### src/rtl/hbi_pkg.sv
package hbi_pkg;
  typedef enum logic {
    HOST_SPLIT = 1'b0,
    HOST_ENSTB = 1'b1
  } host_mode_e;

  localparam int CTRL_W = 7;
endpackage

### src/rtl/hbi_sync.sv
module hbi_sync #(
  parameter int W      = 8,
  parameter int STAGES = 2
) (
  input  logic         clk,
  input  logic [W-1:0] d_i,
  output logic [W-1:0] q_o
);
  logic [W-1:0] stg [STAGES];

  always_ff @(posedge clk) stg[0] <= d_i;

  for (genvar s = 1; s < STAGES; s++) begin : g_stage
    always_ff @(posedge clk) stg[s] <= stg[s-1];
  end

  assign q_o = stg[STAGES-1];
endmodule

### src/rtl/hbi_rstdet.sv
module hbi_rstdet
  import hbi_pkg::*;
(
  input  logic clk,
  input  logic rst,
  input  logic pin_s,
  output logic mode68_o,
  output logic core_rst_o
);
  host_mode_e mode_q;
  logic       pin_d;
  logic       pulse_q;

  always_ff @(posedge clk) pin_d <= pin_s;

  always_ff @(posedge clk) begin
    if (rst) begin
      mode_q  <= host_mode_e'(pin_s);
      pulse_q <= 1'b0;
    end else if (mode_q == HOST_ENSTB) begin
      pulse_q <= pin_d & ~pin_s;
    end else begin
      pulse_q <= ~pin_d & pin_s;
    end
  end

  assign mode68_o   = (mode_q == HOST_ENSTB);
  assign core_rst_o = pulse_q;


  mode_hold_chk: assert property (@(posedge clk) disable iff (rst)
    $past(!rst) |-> $stable(mode_q));

  rst_single_chk: assert property (@(posedge clk) disable iff (rst)
    pulse_q |=> !pulse_q);

  rst_level_chk: assert property (@(posedge clk) disable iff (rst)
    pulse_q |-> (pin_d == (mode_q == HOST_SPLIT)));
endmodule

### src/rtl/hbi_strobe.sv
module hbi_strobe #(
  parameter int DW = 8
) (
  input  logic          clk,
  input  logic          rst,
  input  logic          mode68,
  input  logic          cs_n_s,
  input  logic          rw_s,
  input  logic          en_s,
  input  logic          rd_n_s,
  input  logic          wr_n_s,
  input  logic          sel_s,
  input  logic [DW-1:0] data_s,
  input  logic [DW-1:0] status_i,
  input  logic [DW-1:0] rdata_i,
  output logic          wr_pulse_o,
  output logic          wr_is_data_o,
  output logic [DW-1:0] wr_byte_o,
  output logic          oe_o,
  output logic [DW-1:0] dout_o
);
  logic          cs_n_d, rw_d, en_d, wr_n_d, sel_d;
  logic [DW-1:0] data_d;
  logic          wr_evt, rd_act;
  logic          pulse_q, isdata_q, oe_q;
  logic [DW-1:0] byte_q, dout_q;

  always_ff @(posedge clk) begin
    cs_n_d <= cs_n_s;
    rw_d   <= rw_s;
    en_d   <= en_s;
    wr_n_d <= wr_n_s;
    sel_d  <= sel_s;
    data_d <= data_s;
  end

  always_comb begin
    if (mode68) begin
      wr_evt = !cs_n_d && !rw_d && en_d && !en_s;
      rd_act = !cs_n_s && rw_s && en_s;
    end else begin
      wr_evt = !cs_n_d && !wr_n_d && wr_n_s;
      rd_act = !cs_n_s && !rd_n_s;
    end
  end

  always_ff @(posedge clk) begin
    if (rst) begin
      pulse_q  <= 1'b0;
      isdata_q <= 1'b0;
      byte_q   <= '0;
      oe_q     <= 1'b0;
      dout_q   <= '0;
    end else begin
      pulse_q <= wr_evt;
      if (wr_evt) begin
        isdata_q <= sel_d;
        byte_q   <= data_d;
      end
      oe_q   <= rd_act;
      dout_q <= sel_s ? rdata_i : status_i;
    end
  end

  assign wr_pulse_o   = pulse_q;
  assign wr_is_data_o = isdata_q;
  assign wr_byte_o    = byte_q;
  assign oe_o         = oe_q;
  assign dout_o       = dout_q;


  wr_single_chk: assert property (@(posedge clk) disable iff (rst)
    pulse_q |=> !pulse_q);

  cs_gate_chk: assert property (@(posedge clk) disable iff (rst)
    oe_q |-> !$past(cs_n_s));
endmodule

### src/rtl/hostbus_if.sv
module hostbus_if
  import hbi_pkg::*;
#(
  parameter int DW          = 8,
  parameter int SYNC_STAGES = 2
) (
  input  logic          clk,
  input  logic          rst,
  input  logic          mode_rst_i,
  input  logic          cs_n_i,
  input  logic          sel_i,
  input  logic          rw_i,
  input  logic          en_i,
  input  logic          rd_n_i,
  input  logic          wr_n_i,
  input  logic [DW-1:0] bus_i,
  output logic [DW-1:0] bus_o,
  output logic          bus_oe_o,
  input  logic [DW-1:0] status_i,
  input  logic [DW-1:0] rdata_i,
  output logic          wr_pulse_o,
  output logic          wr_is_data_o,
  output logic [DW-1:0] wr_byte_o,
  output logic          core_rst_o,
  output logic          mode68_o
);
  localparam int SW = DW + CTRL_W;

  logic [SW-1:0] raw, syn;
  logic          mode68;

  assign raw = {mode_rst_i, cs_n_i, sel_i, rw_i, en_i, rd_n_i, wr_n_i, bus_i};

  hbi_sync #(.W(SW), .STAGES(SYNC_STAGES)) u_sync (
    .clk (clk),
    .d_i (raw),
    .q_o (syn)
  );

  hbi_rstdet u_rstdet (
    .clk        (clk),
    .rst        (rst),
    .pin_s      (syn[DW+6]),
    .mode68_o   (mode68),
    .core_rst_o (core_rst_o)
  );

  hbi_strobe #(.DW(DW)) u_strobe (
    .clk          (clk),
    .rst          (rst),
    .mode68       (mode68),
    .cs_n_s       (syn[DW+5]),
    .sel_s        (syn[DW+4]),
    .rw_s         (syn[DW+3]),
    .en_s         (syn[DW+2]),
    .rd_n_s       (syn[DW+1]),
    .wr_n_s       (syn[DW]),
    .data_s       (syn[DW-1:0]),
    .status_i     (status_i),
    .rdata_i      (rdata_i),
    .wr_pulse_o   (wr_pulse_o),
    .wr_is_data_o (wr_is_data_o),
    .wr_byte_o    (wr_byte_o),
    .oe_o         (bus_oe_o),
    .dout_o       (bus_o)
  );

  assign mode68_o = mode68;


  no_clash_chk: assert property (@(posedge clk) disable iff (rst)
    core_rst_o |=> !core_rst_o);
endmodule

### config.mk
export PLATFORM = sky130hd
export DESIGN_NAME = hostbus_if
export DESIGN_NICKNAME = d
export VERILOG_FILES = /design/src/rtl/hbi_pkg.sv /design/src/rtl/hbi_sync.sv /design/src/rtl/hbi_rstdet.sv /design/src/rtl/hbi_strobe.sv /design/src/rtl/hostbus_if.sv
export SDC_FILE = /design/constraint.sdc
export NUM_CORES = 1
export LEC_CHECK = 0
export ABC_AREA = 1
export ABC_CLOCK_PERIOD_IN_PS = 1100
export CAP_MARGIN = 20
export CORE_MARGIN = 5
export CORE_UTILIZATION = 43
export CTS_BUF_LIST = sky130_fd_sc_hd__clkbuf_4
export DETAILED_ROUTE_END_ITERATION = 10
export GPL_ROUTABILITY_DRIVEN = 1
export PLACE_DENSITY = 0.76
export SYNTH_ARGS = -nofsm -noshare
export SYNTH_HDL_FRONTEND = slang
export SYNTH_HIERARCHICAL = 1
export SYNTH_SLANG_ARGS = --single-unit
### constraint.sdc
create_clock -name clk -period 1.1 [get_ports clk]
set_input_delay 0.22 -clock clk [delete_from_list [all_inputs] [get_ports clk]]
set_output_delay 0.22 -clock clk [all_outputs]
set_load 0.03 [all_outputs]
==> flow_summary.json <==
{
  "postSynthAreaPerCell_sq_um": 10.7,
  "place_area_sq_mm": 0.00231,
  "hold_path.class": "in2reg",
  "core_sq_mm": 0.00432,
  "leakage_uw": 0.00126,
  "area_growth_pct": 48.1,
  "clock_skew_ns": 0.0217,
  "routed-via-count": 1292,
  "fin_tns_setup_ns": -2.00,
  "ir_drop_uv": 1360,
  "violations": "negative setup slack",
  "route.detailed.drc": 0,
  "syn-cell-area_sq_mm": 0.00190,
  "p_comb_frac": 0.109,
  "yosysTopAreaCellShare": 0.675,
  "drt_iter0_markers": 87,
  "critPathArrivalTime_ns": 1.13,
  "numPortBuffers": 53,
  "grt-ovfl-total": 0,
  "die_w_microns": 76.4,
  "drive_gt1_frac": 0.393,
  "antenna_cells": 0,
  "die-area_sq_mm": 0.00584,
  "wire_per_inst_microns": 12.3,
  "seq_power_share": 0.527,
  "worstMarginPinSlew_ns": 0.463,
  "wl_microns": 3670,
  "switchingPower_uw": 1150,
  "crit_type": "reg2out",
  "design_area_sq_mm": 0.00281,
  "setup_slack_ns": -0.254,
  "status": "finished with violations",
  "slowest_delay_ns": 0.47,
  "regArea_sq_mm": 0.00134,
  "clockBufferDepth": 2,
  "fin_nets": 275,
  "clkTransAtPathRegs_ns": 0.10,
  "final-setup-viol-count": 12,
  "cts_tree": "yes",
  "place.gp.congestion": 0.781,
  "fillers": 334,
  "first_global_vias": 1251,
  "yosysSeqAreaShare": 0.691,
  "grt_first_pass_wirelength_microns": 5590,
  "utilization": 0.650,
  "ff2ff_path_depth": 7,
  "syn_inst": 178,
  "numCtsBuffers": 9,
  "hold_viol": 0,
  "post-route-period-util": 1.23,
  "crit_path_end_kind": "output port",
  "period_minus_slack_ns": 1.35,
  "internal_power_uw": 3690,
  "clock_latency_ns": 0.39,
  "num_rows": 24,
  "hold_slack_ns": 0.261,
  "multi_input_area_sq_um": 494,
  "ant_nets": 0,
  "vias_per_cell": 4.32,
  "first_pass_iters": 4,
  "ys_seq_elements": 65,
  "ys_types": 16,
  "start_util": 0.439,
  "required_ns": 0.88,
  "slowest_stage": "edfxtp_1",
  "finalMaxSlewViolations": 0,
  "powerDensity_mw_per_mm2": 1720,
  "syn-num-nets": 211,
  "gr-usage-all-layers": 0.124,
  "grt_antenna_before_repair": 0,
  "max_freq_mhz": 739,
  "rsz0062_at_grt": "yes",
  "yosysWarnings": 6,
  "cts_hold_buffers": 0,
  "grt_max_degree": 20,
  "cts.sink_count": 65,
  "dieHeight_microns": 76.4,
  "min_path_cells": 1,
  "start_kind": "register",
  "num_io_pins": 54,
  "crit_top_cell": "buf_6",
  "ctsRootBufferMaster": "clkbuf_4",
  "power_uw": 4840,
  "switching_share": 0.237,
  "slew_headroom": 0.691,
  "synth.largest_area_cell": "dfxtp_1",
  "power.share.clock": 0.364,
  "cts_max_level": 3,
  "path_cells": "buf_6 > buf_6",
  "drv_cap": 0,
  "synth_area_leaders": "dfxtp_1 68%, nor2_1 6.3%, buf_4 5.9%, a21oi_2 4.2%, nand2_1 3.2%",
  "critPathMaxFanout": 2
}
==> cell families (layout without fill, tap and decap cells) <==
group | after synthesis | after routing | share of synthesized area
AOI/OAI and AO/OA | 19 | 19 | 0.0679
buffers and inverters | 35 | 101 | 0.113
DFF | 65 | 65 | 0.691
and+or+nand+nor | 59 | 62 | 0.128
==> sequential cells by signal, summed over array words and instances, names as in the netlist <==
register and count:
u_strobe/wr_n_d 1, u_strobe/wr_is_data_o 1, u_strobe/wr_pulse_o 1, u_rstdet/pin_d 1, u_strobe/sel_d 1, u_strobe/en_d 1
u_strobe/cs_n_d 1, u_strobe/rw_d 1, u_strobe/wr_byte_o 8, u_strobe/data_d 8, u_rstdet/mode68_o 1, u_rstdet/core_rst_o 1
u_strobe/dout_o 8, u_strobe/oe_o 1, u_sync/stg 30
==> per-layer routing <==
metal,up-vias,GRT usage,share of wire,wire length (microns)
met4,0,0.0769,0.036,133
met3,12,0.0615,0.053,195
met1,576,0.125,0.39,1420
met2,34,0.204,0.52,1920
met5,-,0,0,0
li1,670,-,-,-
==> placed cells by master, fill, tap and decap left out, types with 2 or more instances in the layout <==
| master | Yosys | routed |
|---|---|---|
| a21oi_2 | 9 | 9 |
| buf_4 | 15 | 12 |
| buf_6 | 0 | 23 |
| bufinv_16 | 0 | 2 |
| clkbuf_4 | 0 | 9 |
| clkdlybuf4s50_1 | 0 | 32 |
| clkinv_2 | 0 | 2 |
| clkinv_4 | 0 | 2 |
| dfxtp_1 | 64 | 44 |
| dfxtp_2 | 0 | 20 |
| inv_1 | 15 | 15 |
| nand2_1 | 16 | 14 |
| nand2_4 | 1 | 2 |
| nand2_8 | 0 | 4 |
| nand3_1 | 9 | 4 |
| nand3_2 | 0 | 5 |
| nor2_1 | 32 | 30 |
| o21ai_0 | 9 | 8 |
==> cells in the mapped netlist <==
| master | n |
|---|---|
| o21ai_0 | 9 |
| inv_1 | 15 |
| nor2_1 | 32 |
| nand2_2 | 1 |
| a21oi_1 | 1 |
| buf_2 | 1 |
| edfxtp_1 | 1 |
| dfxtp_1 | 64 |
| clkinv_1 | 2 |
| clkbuf_8 | 1 |
| a21oi_2 | 9 |
| nand2_1 | 16 |
| buf_12 | 1 |
| nand3_1 | 9 |
| buf_4 | 15 |
| nand2_4 | 1 |
==> final timing paths <==
kind,from,end,slack (ns)
max reg2reg,u_rstdet/mode68_o,u_strobe/wr_byte_o[0],-0.24
min,cs_n_i,u_sync/stg[0][13],0.26
max,u_rstdet/mode68_o,mode68_o,-0.25
min reg2reg,u_sync/stg[0][17],u_strobe/data_d[2],0.33
==> per-stage QoR <==
step	std cells	setup WS (ns)
floorplan	178	-0.190
finish	299	-0.254
global route	299	-0.316
global placement	268	-0.214
CTS	298	-0.238
detailed placement	268	-0.281
==> worst max-delay path: cells and delay by family (launching register included) <==
family / cells / cell delay [ns]
flops: 1 / 0.47
buf+inv: 2 / 0.28
==> repair_timing <==
item,CTS,global route
resized for setup,46,19
pin swaps,3,10
endpoints found under the setup margin,30,32
cloned,3,0
buffers inserted,11,2
==> power by group through the flow <==
stage / Sequential (uW) / Clock (uW) / Combinational, uW
after global placement: 2580 / 0 / 405
final: 2550 / 1760 / 527
after global routing: 2570 / 1920 / 561
after detailed placement: 2590 / 0 / 413
after CTS: 2550 / 1800 / 490
after floorplan: 2660 / 0 / 169
==> cell type report <==
class | instances | area share
multi-input combinational | 81 | 0.176
sequential | 65 | 0.475
clock inverter | 7 | 0.0338
inverter | 17 | 0.0227
timing repair buffer | 68 | 0.245
clock buffer | 9 | 0.0240
tap | 52 | 0.0231
Power figures use the tool's default switching activity.
